===== src/rtl/wcc_pkg.sv =====
package wcc_pkg;
  localparam int DIGITS = 4;
  typedef logic [3:0] bcd_t;
  typedef bcd_t [DIGITS-1:0] bcd_time_t;  // [0] sec units .. [3] min tens

  typedef enum logic [2:0] {
    ST_IDLE  = 3'd0,
    ST_WASH  = 3'd1,
    ST_RINSE = 3'd2,
    ST_DRY   = 3'd3,
    ST_HOLD  = 3'd4
  } state_e;

  function automatic bcd_t digit_max(int idx);
    return (idx == 1) ? bcd_t'(5) : bcd_t'(9);
  endfunction
endpackage


===== src/rtl/wcc_bcd_digit.sv =====
module wcc_bcd_digit import wcc_pkg::*; #(
  parameter int MAX = 9
) (
  input  logic clk_i,
  input  logic rst_ni,
  input  logic ld_i,
  input  bcd_t ld_val_i,
  input  logic step_i,
  input  logic down_i,
  output bcd_t val_o
);
  localparam bcd_t TOP = bcd_t'(MAX);

  always_ff @(posedge clk_i or negedge rst_ni) begin
    if (!rst_ni)     val_o <= '0;
    else if (ld_i)   val_o <= ld_val_i;
    else if (step_i) begin
      if (down_i) val_o <= (val_o == '0) ? TOP : val_o - 4'd1;
      else        val_o <= (val_o == TOP) ? '0 : val_o + 4'd1;
    end
  end
endmodule


===== src/rtl/wcc_bcd_chain.sv =====
module wcc_bcd_chain import wcc_pkg::*; #(
  parameter bit DOWN = 1'b0
) (
  input  logic      clk_i,
  input  logic      rst_ni,
  input  logic      ld_i,
  input  bcd_time_t ld_val_i,
  input  logic      step_i,
  output bcd_time_t val_o
);
  logic [DIGITS-1:0] step;
  assign step[0] = step_i;

  for (genvar i = 0; i < DIGITS; i++) begin : g_dig
    wcc_bcd_digit #(.MAX(int'(digit_max(i)))) u_dig (
      .clk_i    (clk_i),
      .rst_ni   (rst_ni),
      .ld_i     (ld_i),
      .ld_val_i (ld_val_i[i]),
      .step_i   (step[i]),
      .down_i   (DOWN),
      .val_o    (val_o[i])
    );
    if (i < DIGITS-1) begin : g_ripple
      // borrow on 0, carry on the digit's top value
      assign step[i+1] = step[i] &
        (val_o[i] == (DOWN ? bcd_t'(0) : digit_max(i)));
    end
  end
endmodule


===== src/rtl/wcc_setup.sv =====
module wcc_setup import wcc_pkg::*; #(
  parameter int MAX_MIN = 30
) (
  input  logic      clk_i,
  input  logic      rst_ni,
  input  logic      en_i,
  input  logic      mode_key_i,
  input  logic      time_key_i,
  output state_e    sel_o,
  output bcd_time_t preset_o
);
  localparam bcd_time_t LIMIT = {bcd_t'(MAX_MIN / 10), bcd_t'(MAX_MIN % 10), 4'd0, 4'd0};
  localparam bcd_time_t ONE_SEC = {4'd0, 4'd0, 4'd0, 4'd1};

  logic time_step, at_limit;

  always_ff @(posedge clk_i or negedge rst_ni) begin
    if (!rst_ni) sel_o <= ST_IDLE;
    else if (en_i && mode_key_i) begin
      unique case (sel_o)
        ST_IDLE:  sel_o <= ST_WASH;
        ST_WASH:  sel_o <= ST_RINSE;
        ST_RINSE: sel_o <= ST_DRY;
        ST_DRY:   sel_o <= ST_HOLD;
        default:  sel_o <= ST_IDLE;
      endcase
    end
  end

  assign time_step = en_i & time_key_i;
  assign at_limit  = (preset_o == LIMIT);

  wcc_bcd_chain #(.DOWN(1'b0)) u_preset (
    .clk_i    (clk_i),
    .rst_ni   (rst_ni),
    .ld_i     (time_step & at_limit),
    .ld_val_i (ONE_SEC),
    .step_i   (time_step),
    .val_o    (preset_o)
  );
endmodule


===== src/rtl/wcc_fsm.sv =====
module wcc_fsm import wcc_pkg::*; (
  input  logic   clk_i,
  input  logic   rst_ni,
  input  logic   start_i,
  input  logic   pause_i,
  input  logic   tick_i,
  input  state_e sel_i,
  input  logic   preset_nz_i,
  input  logic   cnt_last_i,
  output state_e state_o,
  output logic   load_o,
  output logic   dec_o
);
  state_e state_d, resume_q;
  logic   working;

  assign working = (state_o == ST_WASH) || (state_o == ST_RINSE) || (state_o == ST_DRY);
  assign load_o  = (state_o == ST_IDLE) && start_i && preset_nz_i &&
                   (sel_i == ST_WASH || sel_i == ST_RINSE || sel_i == ST_DRY);
  assign dec_o   = working && !pause_i && tick_i;

  always_comb begin
    state_d = state_o;
    unique case (state_o)
      ST_IDLE: if (load_o) state_d = sel_i;
      ST_HOLD: if (!pause_i) state_d = resume_q;
      default: begin
        if (pause_i)                  state_d = ST_HOLD;
        else if (dec_o && cnt_last_i) state_d = ST_IDLE;
      end
    endcase
  end

  always_ff @(posedge clk_i or negedge rst_ni) begin
    if (!rst_ni) begin
      state_o  <= ST_IDLE;
      resume_q <= ST_WASH;
    end else begin
      state_o <= state_d;
      if (working && pause_i) resume_q <= state_o;
    end
  end
endmodule


===== src/rtl/wash_cycle_ctrl.sv =====
module wash_cycle_ctrl import wcc_pkg::*; #(
  parameter int MAX_MIN = 30
) (
  input  logic       clk_i,
  input  logic       rst_ni,
  input  logic       tick_i,
  input  logic       start_i,
  input  logic       pause_i,
  input  logic       stop_i,
  input  logic       mode_key_i,
  input  logic       time_key_i,
  output logic [2:0] drive_o,
  output logic [2:0] mode_o,
  output logic [3:0] min_tens_o,
  output logic [3:0] min_units_o,
  output logic [3:0] sec_tens_o,
  output logic [3:0] sec_units_o,
  output logic       show_run_o
);
  localparam bcd_time_t ONE_SEC = {4'd0, 4'd0, 4'd0, 4'd1};

  state_e    sel, state;
  bcd_time_t preset, count, shown;
  logic      load, dec, run_rst_n;

  // stop acts as an asynchronous clear of the run path only
  assign run_rst_n = rst_ni & ~stop_i;

  wcc_setup #(.MAX_MIN(MAX_MIN)) u_setup (
    .clk_i      (clk_i),
    .rst_ni     (rst_ni),
    .en_i       (state == ST_IDLE),
    .mode_key_i (mode_key_i),
    .time_key_i (time_key_i),
    .sel_o      (sel),
    .preset_o   (preset)
  );

  wcc_fsm u_fsm (
    .clk_i       (clk_i),
    .rst_ni      (run_rst_n),
    .start_i     (start_i),
    .pause_i     (pause_i),
    .tick_i      (tick_i),
    .sel_i       (sel),
    .preset_nz_i (preset != '0),
    .cnt_last_i  (count == ONE_SEC),
    .state_o     (state),
    .load_o      (load),
    .dec_o       (dec)
  );

  wcc_bcd_chain #(.DOWN(1'b1)) u_count (
    .clk_i    (clk_i),
    .rst_ni   (run_rst_n),
    .ld_i     (load),
    .ld_val_i (preset),
    .step_i   (dec),
    .val_o    (count)
  );

  assign show_run_o = (state != ST_IDLE);
  assign shown      = show_run_o ? count : preset;
  assign mode_o     = show_run_o ? 3'(state) : 3'(sel);
  assign drive_o    = {state == ST_DRY, state == ST_RINSE, state == ST_WASH};
  assign min_tens_o  = shown[3];
  assign min_units_o = shown[2];
  assign sec_tens_o  = shown[1];
  assign sec_units_o = shown[0];
endmodule


===== config.mk =====
export PLATFORM = sky130hd
export DESIGN_NAME = wash_cycle_ctrl
export DESIGN_NICKNAME = d
export VERILOG_FILES = /design/src/rtl/wcc_pkg.sv /design/src/rtl/wcc_bcd_digit.sv /design/src/rtl/wcc_bcd_chain.sv /design/src/rtl/wcc_setup.sv /design/src/rtl/wcc_fsm.sv /design/src/rtl/wash_cycle_ctrl.sv
export SDC_FILE = /design/constraint.sdc
export NUM_CORES = 1
export LEC_CHECK = 0
export ABC_AREA = 1
export ABC_CLOCK_PERIOD_IN_PS = 1500
export BUFFER_PORTS_ARGS = -buffer_cell sky130_fd_sc_hd__buf_2
export CORE_MARGIN = 3
export CORE_UTILIZATION = 25
export CTS_CLUSTER_DIAMETER = 50
export DETAILED_ROUTE_END_ITERATION = 12
export GPL_TIMING_DRIVEN = 0
export PLACE_DENSITY = 0.53
export SLEW_MARGIN = 20
export SYNTH_ARGS = -nofsm -noshare
export SYNTH_HDL_FRONTEND = slang
export SYNTH_SLANG_ARGS = --single-unit

===== constraint.sdc =====
create_clock -name clk_i -period 1.5 [get_ports clk_i]
set_input_delay 0.225 -clock clk_i [delete_from_list [all_inputs] [get_ports clk_i]]
set_output_delay 0.225 -clock clk_i [all_outputs]
set_load 0.005 [all_outputs]

Word level (Yosys, flattened, before mapping) --
Cells that the tools add are included.
Word-level totals: register bits after elaboration 41, bits in latches 0, bits in writable memories 0, bits in read-only memories 0, input port bits 8, output and inout bits 23, logic and storage cells 107, memories kept 0
Cells by class: add/subtract/negate cells 8, multipliers 0, divide/modulo/power cells 0, $lt $le $gt $ge 0, eq/ne operators 15, shifts and indexed selects 0, muxes and demuxes 32, bitwise gates (word level) 10, reductions and logical operators 31
Operators with widths (number):
- 2-to-1 mux 4 bit | 24
- adder 4 x 1 -> 4 bit, second input constant | 4
- equality test 16 x 1 -> 1 bit, second input constant | 1
- equality test 16 x 14 -> 1 bit, second input constant | 1
- zero test 4 bit | 4
- 2-to-1 mux 16 bit | 1
- nonzero test 16 bit | 1
- nonzero test 2 bit | 8
- subtractor 4 x 1 -> 4 bit, second input constant | 4
- 2-to-1 mux 3 bit | 5
- equality test 3 x 2 -> 1 bit, second input constant | 4
- equality test 4 bit, second input constant | 3
- one-hot mux 3 bit (4 select lines) | 1
- AND 1 bit | 9
- logical AND 1 bit | 8
- equality test 3 x 1 -> 1 bit, second input constant | 2
- zero test 3 bit | 2
- one-hot mux 3 bit (2 select lines) | 1
- equality test 4 x 3 -> 1 bit, second input constant | 1
- logical OR 1 bit | 4
- inequality test 2 bit, second input constant | 2
- nonzero test 4 bit | 1
- equality test 3 bit, second input constant | 1
- AND reduction 3 bit | 1
- 3 further kinds | 3

Logic depth before layout (Yosys ltp) --
depth in word-level cells 10, depth in mapped cells 11, mapped depth without buffers 11

By module --
From an unflattened synthesis, not the netlist that was laid out.
Unflattened totals: cell total of the unflattened synthesis 637, area total of the unflattened synthesis 3833.7 sq um
By module, submodules not included:
- wcc_bcd_digit at u_count.g_dig[0].u_dig ... | times used 6, cells each 53, area each 321.6 sq um
- wcc_bcd_digit at u_count.g_dig[1].u_dig ... | times used 2, cells each 52, area each 322.8 sq um
- wash_cycle_ctrl | times used 1, cells each 98, area each 515.5 sq um
- wcc_fsm | times used 1, cells each 55, area each 387.9 sq um
- wcc_setup | times used 1, cells each 33, area each 216.5 sq um
- wcc_bcd_chain at u_setup.u_preset | times used 1, cells each 16, area each 82.6 sq um
- wcc_bcd_chain at u_count | times used 1, cells each 13, area each 56.3 sq um

Worst setup path before layout --
No wires, ideal clock.
path kind reg-to-reg, start reg u_setup.u_preset.g_dig[0].u_dig.val_o[0], end reg u_count.g_dig[0].u_dig.val_o[2], setup time 0.131 ns, arrival time 1.343 ns, setup slack 0.026 ns, cell stages (with the launch flop) 11, path buffers 1, period minus slack after synthesis 1.474 ns, cell sequence dfrtp_1 > inv_1 > ha_1 > nand3_2 > nor2_4 > nand2_1 > nand2_2 > inv_2 > buf_6 > nand2_1 > o211ai_1
Between the ends: longest elaborated chain between the ends 4, elaborated cells on any way between the ends 5
Ends and longest elaborated chain:
- from (decl) | RTL line wcc_bcd_digit.sv:10 | output bcd_t val_o
- from (signal assigned) | RTL line wcc_bcd_digit.sv:16 | else if (ld_i) val_o <= ld_val_i;
- from (signal assigned) | RTL line wcc_bcd_digit.sv:18 | if (down_i) val_o <= (val_o == '0) ? TOP : val_o - 4'd1;
- from (signal assigned) | RTL line wcc_bcd_digit.sv:19 | else val_o <= (val_o == TOP) ? '0 : val_o + 4'd1;
- nonzero test 16 bit (*) | RTL line wash_cycle_ctrl.sv:46 | .preset_nz_i (preset != '0),
- logical AND 1 bit (*) (2 in series) | RTL line wcc_fsm.sv:18 | assign load_o = (state_o == ST_IDLE) && start_i && preset_nz_i &&
- 2-to-1 mux 4 bit / nonzero test 2 bit (equally long branches)
- to (signal assigned) | RTL line wcc_bcd_digit.sv:16
- to (signal assigned) | RTL line wcc_bcd_digit.sv:18
- to (signal assigned) | RTL line wcc_bcd_digit.sv:19
- to (decl) | RTL line wcc_bcd_digit.sv:10
Every way passes the cells marked *; elsewhere a longest branch is shown, timed or not. A chain may end at the register's enable or synchronous reset.

Worst setup path in the final report --
start reg u_fsm.state_o[1], end out sec_tens_o[1]
Between the ends: longest elaborated chain between the ends 2
Ends and longest elaborated chain:
- from (decl) | RTL line wcc_fsm.sv:10 | output state_e state_o,
- from (signal assigned) | RTL line wcc_fsm.sv:39 | state_o <= state_d;
- nonzero test 3 bit | RTL line wash_cycle_ctrl.sv:62 | assign show_run_o = (state != ST_IDLE);
- 2-to-1 mux 16 bit | RTL line wash_cycle_ctrl.sv:63 | assign shown = show_run_o ? count : preset;
- to (decl) | RTL line wash_cycle_ctrl.sv:16 | output logic [3:0] sec_tens_o,
Every way passes these cells.

==> results_dict.tcl <==
set metrics [dict create \
    post-route-util 0.390 \
    relSlewSlack 0.371 \
    max_freq_mhz 587 \
    grt_use_total 0.138 \
    ys_types 33 \
    dpl_worst_slack_ps -319 \
    total_power_mw 7.93 \
    drive_gt1_frac 0.435 \
    skew_ps 9.58 \
    fin_crit_ps 1700 \
    synthTopCellsByArea "dfrtp_1 (35%), nand2_1 (13%), o21ai_0 (6.7%)" \
    hold_violations 0 \
    dpl.hpwl_um 5640 \
    p_leak_nw 2.13 \
    grt_max_degree 23 \
    violations "setup timing" \
    antenna_found_initial 0 \
    diodes 0 \
    synth_area_sq_um 2840 \
    final_nets 504 \
    setup_slack_ps -204 \
    drtPass1Iterations 5 \
    cts_buffers 5 \
    dieWidth_um 113 \
    crit_arrival_ps 1480 \
    clock_latency_ps 290 \
    crit_required_ps 1270 \
    grt_pass1_vias 2836 \
    ioPinCount 31 \
    critPathMaxFanout 6 \
    initial_core_util 0.258 \
    drv_slew 0 \
    period_share 1.14 \
    cts.sinks 41 \
    wl_per_cell_um 14.3 \
    synth_area_leader_cell "dfrtp_1" \
    grt_pass1_wl_um 14100 \
    cts.clk_slew.worst_paths_ps 60 \
    irDropWorstVdd_mv 0.609 \
    htree_levels 2 \
    tightest_slew_ps 941 \
    path_class "reg -> out" \
    async_flop_share 1.00 \
    cap_violations 0 \
    cp-start-kind "register" \
    ant_nets 0 \
    drc 0 \
    die_h_um 113 \
    seq_area_frac_synth 0.362 \
    synthCells 394 \
    synth_top_area_frac 0.353 \
    postSynthNetCount 414 \
    yosys_warnings 0 \
    synth_ff_type "dfrtp_1" \
    hp-class "in -> async" \
    holdWs_ps 104 \
    overflow 0 \
    ys_ff_latch 41 \
    setup_tns_ps -5430 \
    die_area_sq_um 12700 \
    synthToLayoutAreaGrowth_pct 51.0 \
    status "complete, but fails checks" \
    synth_area_per_cell_sq_um 7.20 \
    drt_wl_total_um 8920 \
    end_kind "output pin" \
    portBuffers 30 \
    synth_edf_count 0 \
    vias 2975 \
    gp_congestion 0.849 \
    cts_tree "yes" \
    setup_viol 49 \
    core_sq_um 11000 \
    power_density_nw_per_um2 1850 \
    clockBufferDepth 2 \
    rows 38 \
    vias_per_cell 4.76 \
    clockRootBuffer "clkbuf_16" \
    rsz0062_at_grt "yes" \
    drt_iter0_markers 133 \
]
## cells by family (layout without fill, tap and decap cells)
logic type	Yosys count	in the layout	synth area share
AOI/OAI and AO/OA	63	63	0.120
xor gates and xnor gates	7	7	0.0216
adders and majority gates	12	12	0.0529
buffers and inverters	60	149	0.0865
DFF	41	41	0.362
and+or+nand+nor	211	213	0.357
## routing by layer
| metal | vias up | share of wire | global-route usage |
|---|---|---|---|
| li1 | 1473 | - | - |
| met1 | 1413 | 0.43 | 0.170 |
| met2 | 69 | 0.52 | 0.244 |
| met3 | 20 | 0.025 | 0.0216 |
| met4 | 0 | 0.026 | 0.0521 |
| met5 | - | 0 | 0 |
## timing repair
action                                  CTS  global route
endpoints found under the setup margin   53            58
setup buffers                            39             8
hold buffers                              1             0
pin swaps                                14            14
resized for setup                       119            55
cloned                                    6             0
endpoints found under the hold margin    19             0
## area by class of cell
class                      count  area, sq um
clock buffer                   8          146
multi-input combinational    295         1980
timing repair buffer          81          637
fill                        1049         6700
tap                          140          175
sequential                    41         1040
buffer                         7          100
inverter                      53          206
## power breakdown
group / switching [mW] / internal [mW]
Clock: 0.435 / 0.664
Combinational: 2.56 / 2.34
Sequential: 0.463 / 1.47
Total: 3.46 / 4.48
## registers in the layout, summed over array words and instances (netlist names)
signal,flops
u_count.g_dig.u_dig.val_o,16
u_setup.u_preset.g_dig.u_dig.val_o,16
u_fsm.resume_q,3
u_fsm.state_o,3
u_setup.sel_o,3
## critical path, stage by stage (launching register included)
cell,delay (ps)
dfrtp_2,430
nor2_4,140
nand2_4,80
buf_12,150
buf_8,140
nand2_4,60
o21ai_2,60
buf_2,130
## synthesized netlist by cell type (5+ instances only)
master / count
xor2_1: 7
dfrtp_1: 40
inv_2: 5
nand4_1: 11
o22ai_1: 5
nor2_1: 35
o21ai_0: 38
nand2_1: 102
a21oi_1: 9
ha_1: 12
nand3_1: 35
inv_1: 48
## per-stage QoR
step                std cells  instance area [sq um]
floorplan                 394                   2840
global placement          564                   3160
detailed placement        564                   3170
CTS                       618                   4020
global route              625                   4280
finish                    625                   4280
## cells in the final DEF (no fill, tap or decap), types with 3 or more instances in the layout
master / instances
a21oi_1: 8
nand3_2: 7
nor2_1: 25
nand2_4: 11
o22ai_1: 4
buf_12: 4
clkbuf_16: 5
ha_1: 9
buf_4: 39
nand3_4: 5
nand3_1: 26
o21ai_2: 15
nor3_1: 4
inv_2: 15
o211ai_1: 4
xor2_1: 7
dfrtp_2: 7
nand4_1: 11
ha_4: 3
o21ai_0: 12
o21ai_1: 11
inv_4: 3
nand2_2: 22
dfrtp_1: 33
nand2_1: 76
inv_1: 35
buf_2: 29
nor2_2: 6
buf_6: 11
nor2_4: 13
o21ai_4: 3
## worst paths after layout
check                                              startpoint                                                   end  slack, ps  cells after the start
worst min register to register  u_fsm.resume_q[0]$_DFFE_PN1P_                         u_fsm.resume_q[0]$_DFFE_PN1P_        510                      2
worst min-delay path                                   stop_i                         u_fsm.resume_q[1]$_DFFE_PN0P_        100                      2
worst max register to register   u_fsm.state_o[1]$_DFFE_PN0P_  u_setup.u_preset.g_dig[3].u_dig.val_o[0]$_DFFE_PN0P_       -180                     11
max in group asynchronous                              rst_ni  u_setup.u_preset.g_dig[0].u_dig.val_o[0]$_DFFE_PN0P_        180                      2
worst max-delay path             u_fsm.state_o[1]$_DFFE_PN0P_                                         sec_tens_o[1]       -200                      7
min in group clk_i                                    pause_i                         u_fsm.resume_q[0]$_DFFE_PN1P_        280                      3
Note: power is estimated with default switching activity, not from simulation.
